<file path="src/rtl/serial_rx_pkg.sv">
package serial_rx_pkg;
    typedef enum logic [1:0] {
        ST_HUNT,
        ST_START,
        ST_DATA,
        ST_STOP
    } rx_state_t;

    typedef struct packed {
        logic [8:0] data;
        logic       noise;
        logic       ferr;
    } rx_frame_t;
endpackage

</file>
<file path="src/rtl/rx_frame_fsm.sv">
module rx_frame_fsm
    import serial_rx_pkg::*;
#(
    parameter int OSR   = 16,
    parameter int DBITS = 8
) (
    input  logic      clk,
    input  logic      rst_n,
    input  logic      tick,
    input  logic      line_s,
    input  logic      enable,
    input  logic      word9,
    output logic      hunting,
    output logic      frame_done,
    output rx_frame_t frame
);
    localparam int CW  = $clog2(OSR);
    localparam int BW  = $clog2(DBITS + 2);
    localparam int MID = OSR / 2;
    localparam logic [CW-1:0] SA   = CW'(MID - 1);
    localparam logic [CW-1:0] SB   = CW'(MID);
    localparam logic [CW-1:0] SC   = CW'(MID + 1);
    localparam logic [CW-1:0] CTOP = CW'(OSR - 1);

    rx_state_t       state, state_n;
    logic [CW-1:0]   cnt;
    logic [BW-1:0]   bitn;
    logic [DBITS:0]  shreg;
    logic [1:0]      votes;
    logic            noisy;
    logic            prev_line;
    logic            at_mid, maj, dis;
    logic [BW-1:0]   last_bit;

    assign at_mid   = tick && (cnt == SC);
    assign maj      = (votes[0] & votes[1]) | (votes[0] & line_s) | (votes[1] & line_s);
    assign dis      = (votes[0] != votes[1]) || (votes[1] != line_s);
    assign last_bit = word9 ? BW'(DBITS) : BW'(DBITS - 1);
    assign hunting  = (state == ST_HUNT);

    always_ff @(posedge clk or negedge rst_n) begin
        if (!rst_n) state <= ST_HUNT;
        else        state <= state_n;
    end

    always_comb begin
        state_n = state;
        unique case (state)
            ST_HUNT:  if (tick && prev_line && !line_s) state_n = ST_START;
            ST_START: if (at_mid) state_n = maj ? ST_HUNT : ST_DATA;
            ST_DATA:  if (at_mid && bitn == last_bit) state_n = ST_STOP;
            ST_STOP:  if (at_mid) state_n = ST_HUNT;
        endcase
        if (!enable) state_n = ST_HUNT;
    end

    always_ff @(posedge clk or negedge rst_n) begin
        if (!rst_n) begin
            cnt        <= '0;
            bitn       <= '0;
            shreg      <= '0;
            votes      <= '0;
            noisy      <= 1'b0;
            prev_line  <= 1'b1;
            frame_done <= 1'b0;
            frame      <= '0;
        end else begin
            frame_done <= 1'b0;
            if (tick) begin
                prev_line <= line_s;
                if (state == ST_HUNT)  cnt <= CW'(1);
                else if (cnt == CTOP)  cnt <= '0;
                else                   cnt <= cnt + 1'b1;
                if (cnt == SA) votes[0] <= line_s;
                if (cnt == SB) votes[1] <= line_s;
            end
            if (at_mid && enable) begin
                unique case (state)
                    ST_START: begin
                        bitn  <= '0;
                        shreg <= '0;
                        noisy <= dis;
                    end
                    ST_DATA: begin
                        shreg[bitn] <= maj;
                        bitn        <= bitn + 1'b1;
                        noisy       <= noisy | dis;
                    end
                    ST_STOP: begin
                        frame_done  <= 1'b1;
                        frame.data  <= 9'(shreg);
                        frame.noise <= noisy | dis;
                        frame.ferr  <= ~maj;
                    end
                    default: ;
                endcase
            end
        end
    end

    AST_DONE_FROM_STOP: assert property (@(posedge clk) disable iff (!rst_n)
        frame_done |-> $past(state) == ST_STOP);
    AST_STOP_BITCOUNT: assert property (@(posedge clk) disable iff (!rst_n)
        (state == ST_STOP) |-> (bitn == last_bit + 1'b1));
    AST_DISABLE_HUNT: assert property (@(posedge clk) disable iff (!rst_n)
        !enable |=> state == ST_HUNT);
    AST_START_FROM_EDGE: assert property (@(posedge clk) disable iff (!rst_n)
        $rose(state == ST_START) |-> $past(!line_s));
endmodule

</file>
<file path="src/rtl/rx_idle_watch.sv">
module rx_idle_watch #(
    parameter int LIMW = 8
) (
    input  logic            clk,
    input  logic            rst_n,
    input  logic            tick,
    input  logic            line_s,
    input  logic            enable,
    input  logic            hunting,
    input  logic            char_ok,
    input  logic [LIMW-1:0] limit,
    output logic            idle_set
);
    logic [LIMW-1:0] run;
    logic            armed;
    logic            quiet;

    assign quiet = line_s && hunting && enable;

    always_ff @(posedge clk or negedge rst_n) begin
        if (!rst_n) begin
            run      <= '0;
            armed    <= 1'b0;
            idle_set <= 1'b0;
        end else begin
            idle_set <= 1'b0;
            if (char_ok) armed <= 1'b1;
            if (tick) begin
                if (!quiet)            run <= '0;
                else if (run != limit) run <= run + 1'b1;
                if (armed && quiet && run == limit - 1'b1) begin
                    idle_set <= 1'b1;
                    armed    <= 1'b0;
                end
            end
        end
    end

    AST_IDLE_ON_HIGH: assert property (@(posedge clk) disable iff (!rst_n)
        idle_set |-> $past(line_s));
endmodule

</file>
<file path="src/rtl/rx_status_flags.sv">
module rx_status_flags
    import serial_rx_pkg::*;
(
    input  logic      clk,
    input  logic      rst_n,
    input  logic      enable,
    input  logic      frame_done,
    input  rx_frame_t frame,
    input  logic      idle_set,
    input  logic      rd_status,
    input  logic      rd_data,
    input  logic      rx_irq_en,
    input  logic      idle_irq_en,
    output logic [8:0] rx_data,
    output logic      flag_full,
    output logic      flag_overrun,
    output logic      flag_noise,
    output logic      flag_frame,
    output logic      flag_idle,
    output logic      irq
);
    logic [8:0] data_r;
    logic       stat_seen;
    logic       clr;
    logic       full_n, ovr_n, nse_n, fe_n, idl_n;

    assign clr = rd_data && stat_seen;

    always_comb begin
        full_n = clr ? 1'b0 : flag_full;
        ovr_n  = clr ? 1'b0 : flag_overrun;
        nse_n  = clr ? 1'b0 : flag_noise;
        fe_n   = clr ? 1'b0 : flag_frame;
        idl_n  = clr ? 1'b0 : flag_idle;
        if (frame_done) begin
            if (full_n) begin
                ovr_n = 1'b1;
            end else begin
                full_n = 1'b1;
                nse_n  = frame.noise;
                fe_n   = frame.ferr;
            end
        end
        if (idle_set) idl_n = 1'b1;
    end

    always_ff @(posedge clk or negedge rst_n) begin
        if (!rst_n) begin
            data_r       <= '0;
            stat_seen    <= 1'b0;
            flag_full    <= 1'b0;
            flag_overrun <= 1'b0;
            flag_noise   <= 1'b0;
            flag_frame   <= 1'b0;
            flag_idle    <= 1'b0;
        end else begin
            if (rd_status)    stat_seen <= 1'b1;
            else if (rd_data) stat_seen <= 1'b0;
            if (frame_done && !(clr ? 1'b0 : flag_full)) data_r <= frame.data;
            flag_full    <= full_n;
            flag_overrun <= ovr_n;
            flag_noise   <= nse_n;
            flag_frame   <= fe_n;
            flag_idle    <= idl_n;
        end
    end

    assign rx_data = enable ? data_r : 9'd0;
    assign irq     = (rx_irq_en & (flag_full | flag_overrun)) | (idle_irq_en & flag_idle);

    AST_OVR_KEEPS_DATA: assert property (@(posedge clk) disable iff (!rst_n)
        (frame_done && flag_full && !clr) |=> $stable(data_r));
    AST_OVR_NEEDS_FULL: assert property (@(posedge clk) disable iff (!rst_n)
        $rose(flag_overrun) |-> flag_full);
    AST_LONE_READ: assert property (@(posedge clk) disable iff (!rst_n)
        (rd_data && !stat_seen && flag_full) |=> flag_full);
endmodule

</file>
<file path="src/rtl/serial_rx_core.sv">
module serial_rx_core
    import serial_rx_pkg::*;
#(
    parameter int OSR   = 16,
    parameter int DBITS = 8
) (
    input  logic       clk,
    input  logic       rst_n,
    input  logic       os_tick,
    input  logic       rx_in,
    input  logic       rx_enable,
    input  logic       word9,
    input  logic       rx_irq_en,
    input  logic       idle_irq_en,
    input  logic       rd_status,
    input  logic       rd_data,
    output logic [8:0] rx_data,
    output logic       flag_full,
    output logic       flag_overrun,
    output logic       flag_noise,
    output logic       flag_frame,
    output logic       flag_idle,
    output logic       irq
);
    localparam int LIMMAX = OSR * (DBITS + 3);
    localparam int LIMW   = $clog2(LIMMAX + 1);

    logic [1:0]      sync;
    logic            line_s;
    logic            hunting, frame_done, idle_set, char_ok;
    rx_frame_t       frame;
    logic [LIMW-1:0] limit;

    always_ff @(posedge clk or negedge rst_n) begin
        if (!rst_n) sync <= 2'b11;
        else        sync <= {sync[0], rx_in};
    end
    assign line_s  = sync[1];
    assign limit   = word9 ? LIMW'(OSR * (DBITS + 3)) : LIMW'(OSR * (DBITS + 2));
    assign char_ok = frame_done && !frame.ferr;

    rx_frame_fsm #(.OSR(OSR), .DBITS(DBITS)) u_fsm (
        .clk(clk), .rst_n(rst_n), .tick(os_tick), .line_s(line_s),
        .enable(rx_enable), .word9(word9), .hunting(hunting),
        .frame_done(frame_done), .frame(frame)
    );

    rx_idle_watch #(.LIMW(LIMW)) u_idle (
        .clk(clk), .rst_n(rst_n), .tick(os_tick), .line_s(line_s),
        .enable(rx_enable), .hunting(hunting), .char_ok(char_ok),
        .limit(limit), .idle_set(idle_set)
    );

    rx_status_flags u_flags (
        .clk(clk), .rst_n(rst_n), .enable(rx_enable), .frame_done(frame_done),
        .frame(frame), .idle_set(idle_set), .rd_status(rd_status),
        .rd_data(rd_data), .rx_irq_en(rx_irq_en), .idle_irq_en(idle_irq_en),
        .rx_data(rx_data), .flag_full(flag_full), .flag_overrun(flag_overrun),
        .flag_noise(flag_noise), .flag_frame(flag_frame), .flag_idle(flag_idle),
        .irq(irq)
    );

    AST_IRQ_NEEDS_FLAG: assert property (@(posedge clk) disable iff (!rst_n)
        irq |-> (flag_full | flag_overrun | flag_idle));
endmodule

</file>
<file path="config.mk">
export PLATFORM = sky130hd
export DESIGN_NAME = serial_rx_core
export DESIGN_NICKNAME = d
export VERILOG_FILES = /design/src/rtl/serial_rx_pkg.sv /design/src/rtl/rx_frame_fsm.sv /design/src/rtl/rx_idle_watch.sv /design/src/rtl/rx_status_flags.sv /design/src/rtl/serial_rx_core.sv
export SDC_FILE = /design/constraint.sdc
export NUM_CORES = 1
export LEC_CHECK = 0
export ABC_AREA = 0
export BUFFER_PORTS_ARGS = -buffer_cell sky130_fd_sc_hd__buf_2
export CAP_MARGIN = 20
export CORE_ASPECT_RATIO = 1.5
export CORE_MARGIN = 2
export CORE_UTILIZATION = 40
export CTS_BUF_LIST = sky130_fd_sc_hd__clkbuf_8
export DETAILED_ROUTE_END_ITERATION = 10
export HOLD_SLACK_MARGIN = 0.02
export PLACE_DENSITY = 0.68
export REMOVE_ABC_BUFFERS = 1
export SYNTH_ARGS = -nofsm -noshare
export SYNTH_HDL_FRONTEND = slang
export SYNTH_SLANG_ARGS = --single-unit
</file>
<file path="constraint.sdc">
create_clock -name clk -period 2.3 [get_ports clk]
set_input_delay 0.115 -clock clk [delete_from_list [all_inputs] [get_ports clk]]
set_output_delay 0.115 -clock clk [all_outputs]
set_load 0.03 [all_outputs]
</file>
==> impl_metrics.tcl <==
set metrics [dict create \
    diodes 0 \
    cts.path.max_buffers 2 \
    worst-r2r-setup-slack_ns 0.22 \
    core_area_um2 7560 \
    critPathLaunchType "flip-flop" \
    post_dp_cell_area_um2 3320 \
    grt_max_degree 39 \
    hpwl_um 4040 \
    nNetsFinal 343 \
    final_common_cell "dfrtp_1" \
    postRouteAntennaNets 0 \
    worstHoldPathType "in2reg" \
    power.density_nw_per_um2 645 \
    grt_remaining_overflow 0 \
    io_pins 25 \
    path_cells "inv_1, ha_2, nand3_2, o41ai_2, buf_4, or2_2, o21ai_0" \
    cts_buffers 9 \
    antenna_found_initial 0 \
    place.gp.congestion 0.838 \
    yosysUniqueCellTypes 46 \
    worst_slew_pin_slew_ns 0.570 \
    ys.flop_type "dfrtp_1" \
    synth-async-reset-ratio_pct 100 \
    yosysSeqAreaShare_pct 50.3 \
    synth-edff-count 0 \
    die_h_um 112 \
    initial_core_util_pct 40.9 \
    ys_ff_latch 62 \
    dieWidth_um 75.8 \
    ir_drop_mv 0.253 \
    first_pass_iters 4 \
    finalInstanceArea_um2 3560 \
    status "completed" \
    track_usage_pct 15.3 \
    min_period_ns 2.08 \
    avgSynthCellArea_um2 10.7 \
    slew_violations 0 \
    postCtsSetupRepairBufs 0 \
    root_buffer "clkbuf_8" \
    wl_um 5710 \
    final_cell_mix "dfrtp_1, o21ai_0, nand2_1, buf_2, mux2_2" \
    dieArea_um2 8470 \
    maxSlewHeadroom_pct 62.0 \
    io_buffers 24 \
    max_stage_delay_ns 0.44 \
    cts.sinks 62 \
    finClkSkew_ns 0.00713 \
    period_share_pct 90.6 \
    drv_cap 0 \
    arrival_ns 2.30 \
    drc 0 \
    first_iter_violations 80 \
    grt_pass1_vias 2191 \
    drive_gt1_share_pct 23.8 \
    whs_ns 0.155 \
    row_count 39 \
    criticalPathCategory "reg2reg" \
    synth_warnings 0 \
    p_leak_uw 0.00174 \
    worstPathRequired_ns 2.52 \
    cts_tree "yes" \
    critPathCaptureType "flip-flop" \
    tns_ns 0 \
    drt-wirelength-per-cell_um 13.4 \
    total_power_uw 2300 \
    rsz0062_at_grt "false" \
    fmax_mhz 480 \
    hold_viol_final 0 \
    crit_path_top_delay_cell "o41ai_2" \
    fin_util_pct 47.1 \
    setup_viol 0 \
    syn_area_um2 3090 \
    path_max_fanout 10 \
    viasPerCell 5.24 \
    htreeDepth 3 \
    synthToLayoutAreaGrowth_pct 15.1 \
    clk_latency_ns 0.34 \
    clk_pin_slew_worst_paths_ns 0.07 \
    num-fill-cells 685 \
    grt_pass1_wl_um 9710 \
    netlist_instances 288 \
    num_vias 2225 \
]
==> cell families after synthesis <==
family / count (synthesis) / share of synthesized area, %
buffers and inverters: 27 / 3.88
XOR/XNOR: 1 / 0.283
adder cells (fa/ha/maj): 15 / 6.07
multiplexers: 21 / 7.65
flip-flops: 62 / 50.3
AO/OA/AOI/OAI: 68 / 14.4
AND/OR/NAND/NOR: 94 / 17.5
==> report_power, final <==
group	total (uW)	switching (uW)	leakage (uW)	internal, uW
Clock	952	403	0.000108	549
Sequential	1140	28.1	0.000832	1120
Combinational	201	122	0.000798	79.1
==> repair_timing <==
action                                 in CTS  in global routing
resized for setup                           0                  1
endpoints found under the hold margin      27                  0
setup endpoints to repair                   0                  5
hold buffers                                4                  0
==> Yosys cell counts, types with 2 or more instances <==
cell	number	area (um^2)
a21o_1	4	30.0
nand2_1	28	105
ha_1	15	188
nand4_1	2	12.5
nor2_1	5	18.8
or3b_2	4	35.0
dfrtp_1	59	1480
nand4bb_1	2	22.5
o21a_1	2	15.0
clkbuf_1	5	18.8
o31ai_1	2	15.0
a21oi_1	7	35.0
nand3_1	14	70.1
nand3_2	3	30.0
a31oi_1	4	25.0
buf_2	6	30.0
or4_1	2	15.0
and3_1	4	25.0
nor4_1	2	12.5
nor2b_1	2	12.5
nand2b_1	4	25.0
nand3b_1	6	45.0
mux2_2	21	236
dfstp_2	3	78.8
nand4b_1	2	17.5
a22o_1	9	78.8
inv_1	14	52.6
and2_1	9	56.3
o21ai_0	31	155
==> area by class of cell <==
| type | count | area, um^2 | area share [%] |
|---|---|---|---|
| inverter | 14 | 52.6 | 1.48 |
| tap | 102 | 128 | 3.59 |
| timing repair buffer | 32 | 203 | 5.69 |
| sequential | 62 | 1560 | 43.7 |
| multi-input combinational | 199 | 1420 | 39.9 |
| clock buffer | 11 | 151 | 4.25 |
| clock inverter | 5 | 50.0 | 1.41 |
==> layer usage <==
| layer | vias to the layer above | wire length, um | GRT usage, % |
|---|---|---|---|
| li1 | 1096 | - | - |
| met1 | 1070 | 2460 | 17.4 |
| met2 | 45 | 2840 | 24.3 |
| met3 | 14 | 202 | 4.62 |
| met4 | 0 | 206 | 9.12 |
| met5 | - | 0 | 0 |
==> worst max-delay path: cells and delay by family (launching register included) <==
| kind | cells | cell delay [ns] |
|---|---|---|
| compound gates | 2 | 0.53 |
| fa+ha+maj | 1 | 0.28 |
| buf+inv | 2 | 0.37 |
| flops | 1 | 0.43 |
| simple gates | 2 | 0.35 |
==> per-stage QoR <==
step,setup WS (ns),instances
after global placement,0.275,405
after CTS,0.152,425
final,0.217,425
after floorplan,0.242,275
after detailed placement,0.162,405
after global routing,0.0222,425
==> sequential cells by signal, indices dropped and copies added (netlist names) <==
register              flops
u_fsm.votes               2
u_fsm.frame_done          1
sync                      2
u_flags.flag_noise        1
u_fsm.noisy               1
u_flags.flag_idle         1
u_idle.run                8
u_flags.stat_seen         1
u_idle.armed              1
u_idle.idle_set           1
u_flags.flag_overrun      1
u_flags.data_r            9
u_fsm.prev_line           1
u_fsm.cnt                 4
u_fsm.state               2
u_fsm.frame              11
u_flags.flag_full         1
u_fsm.shreg               9
u_flags.flag_frame        1
u_fsm.bitn                4
==> final timing paths <==
check                                from              end  cells past startpoint
setup reg to reg           u_fsm.state[0]    u_idle.run[2]                      7
max in group asynchronous           rst_n  u_fsm.prev_line                      3
hold / removal                    os_tick  u_idle.idle_set                      3
setup / recovery           u_fsm.state[0]    u_idle.run[2]                      7
min in group asynchronous           rst_n   u_fsm.frame[4]                      2
hold reg to reg                   sync[0]          sync[1]                      0
No activity file was read; power rests on OpenSTA's default activity.
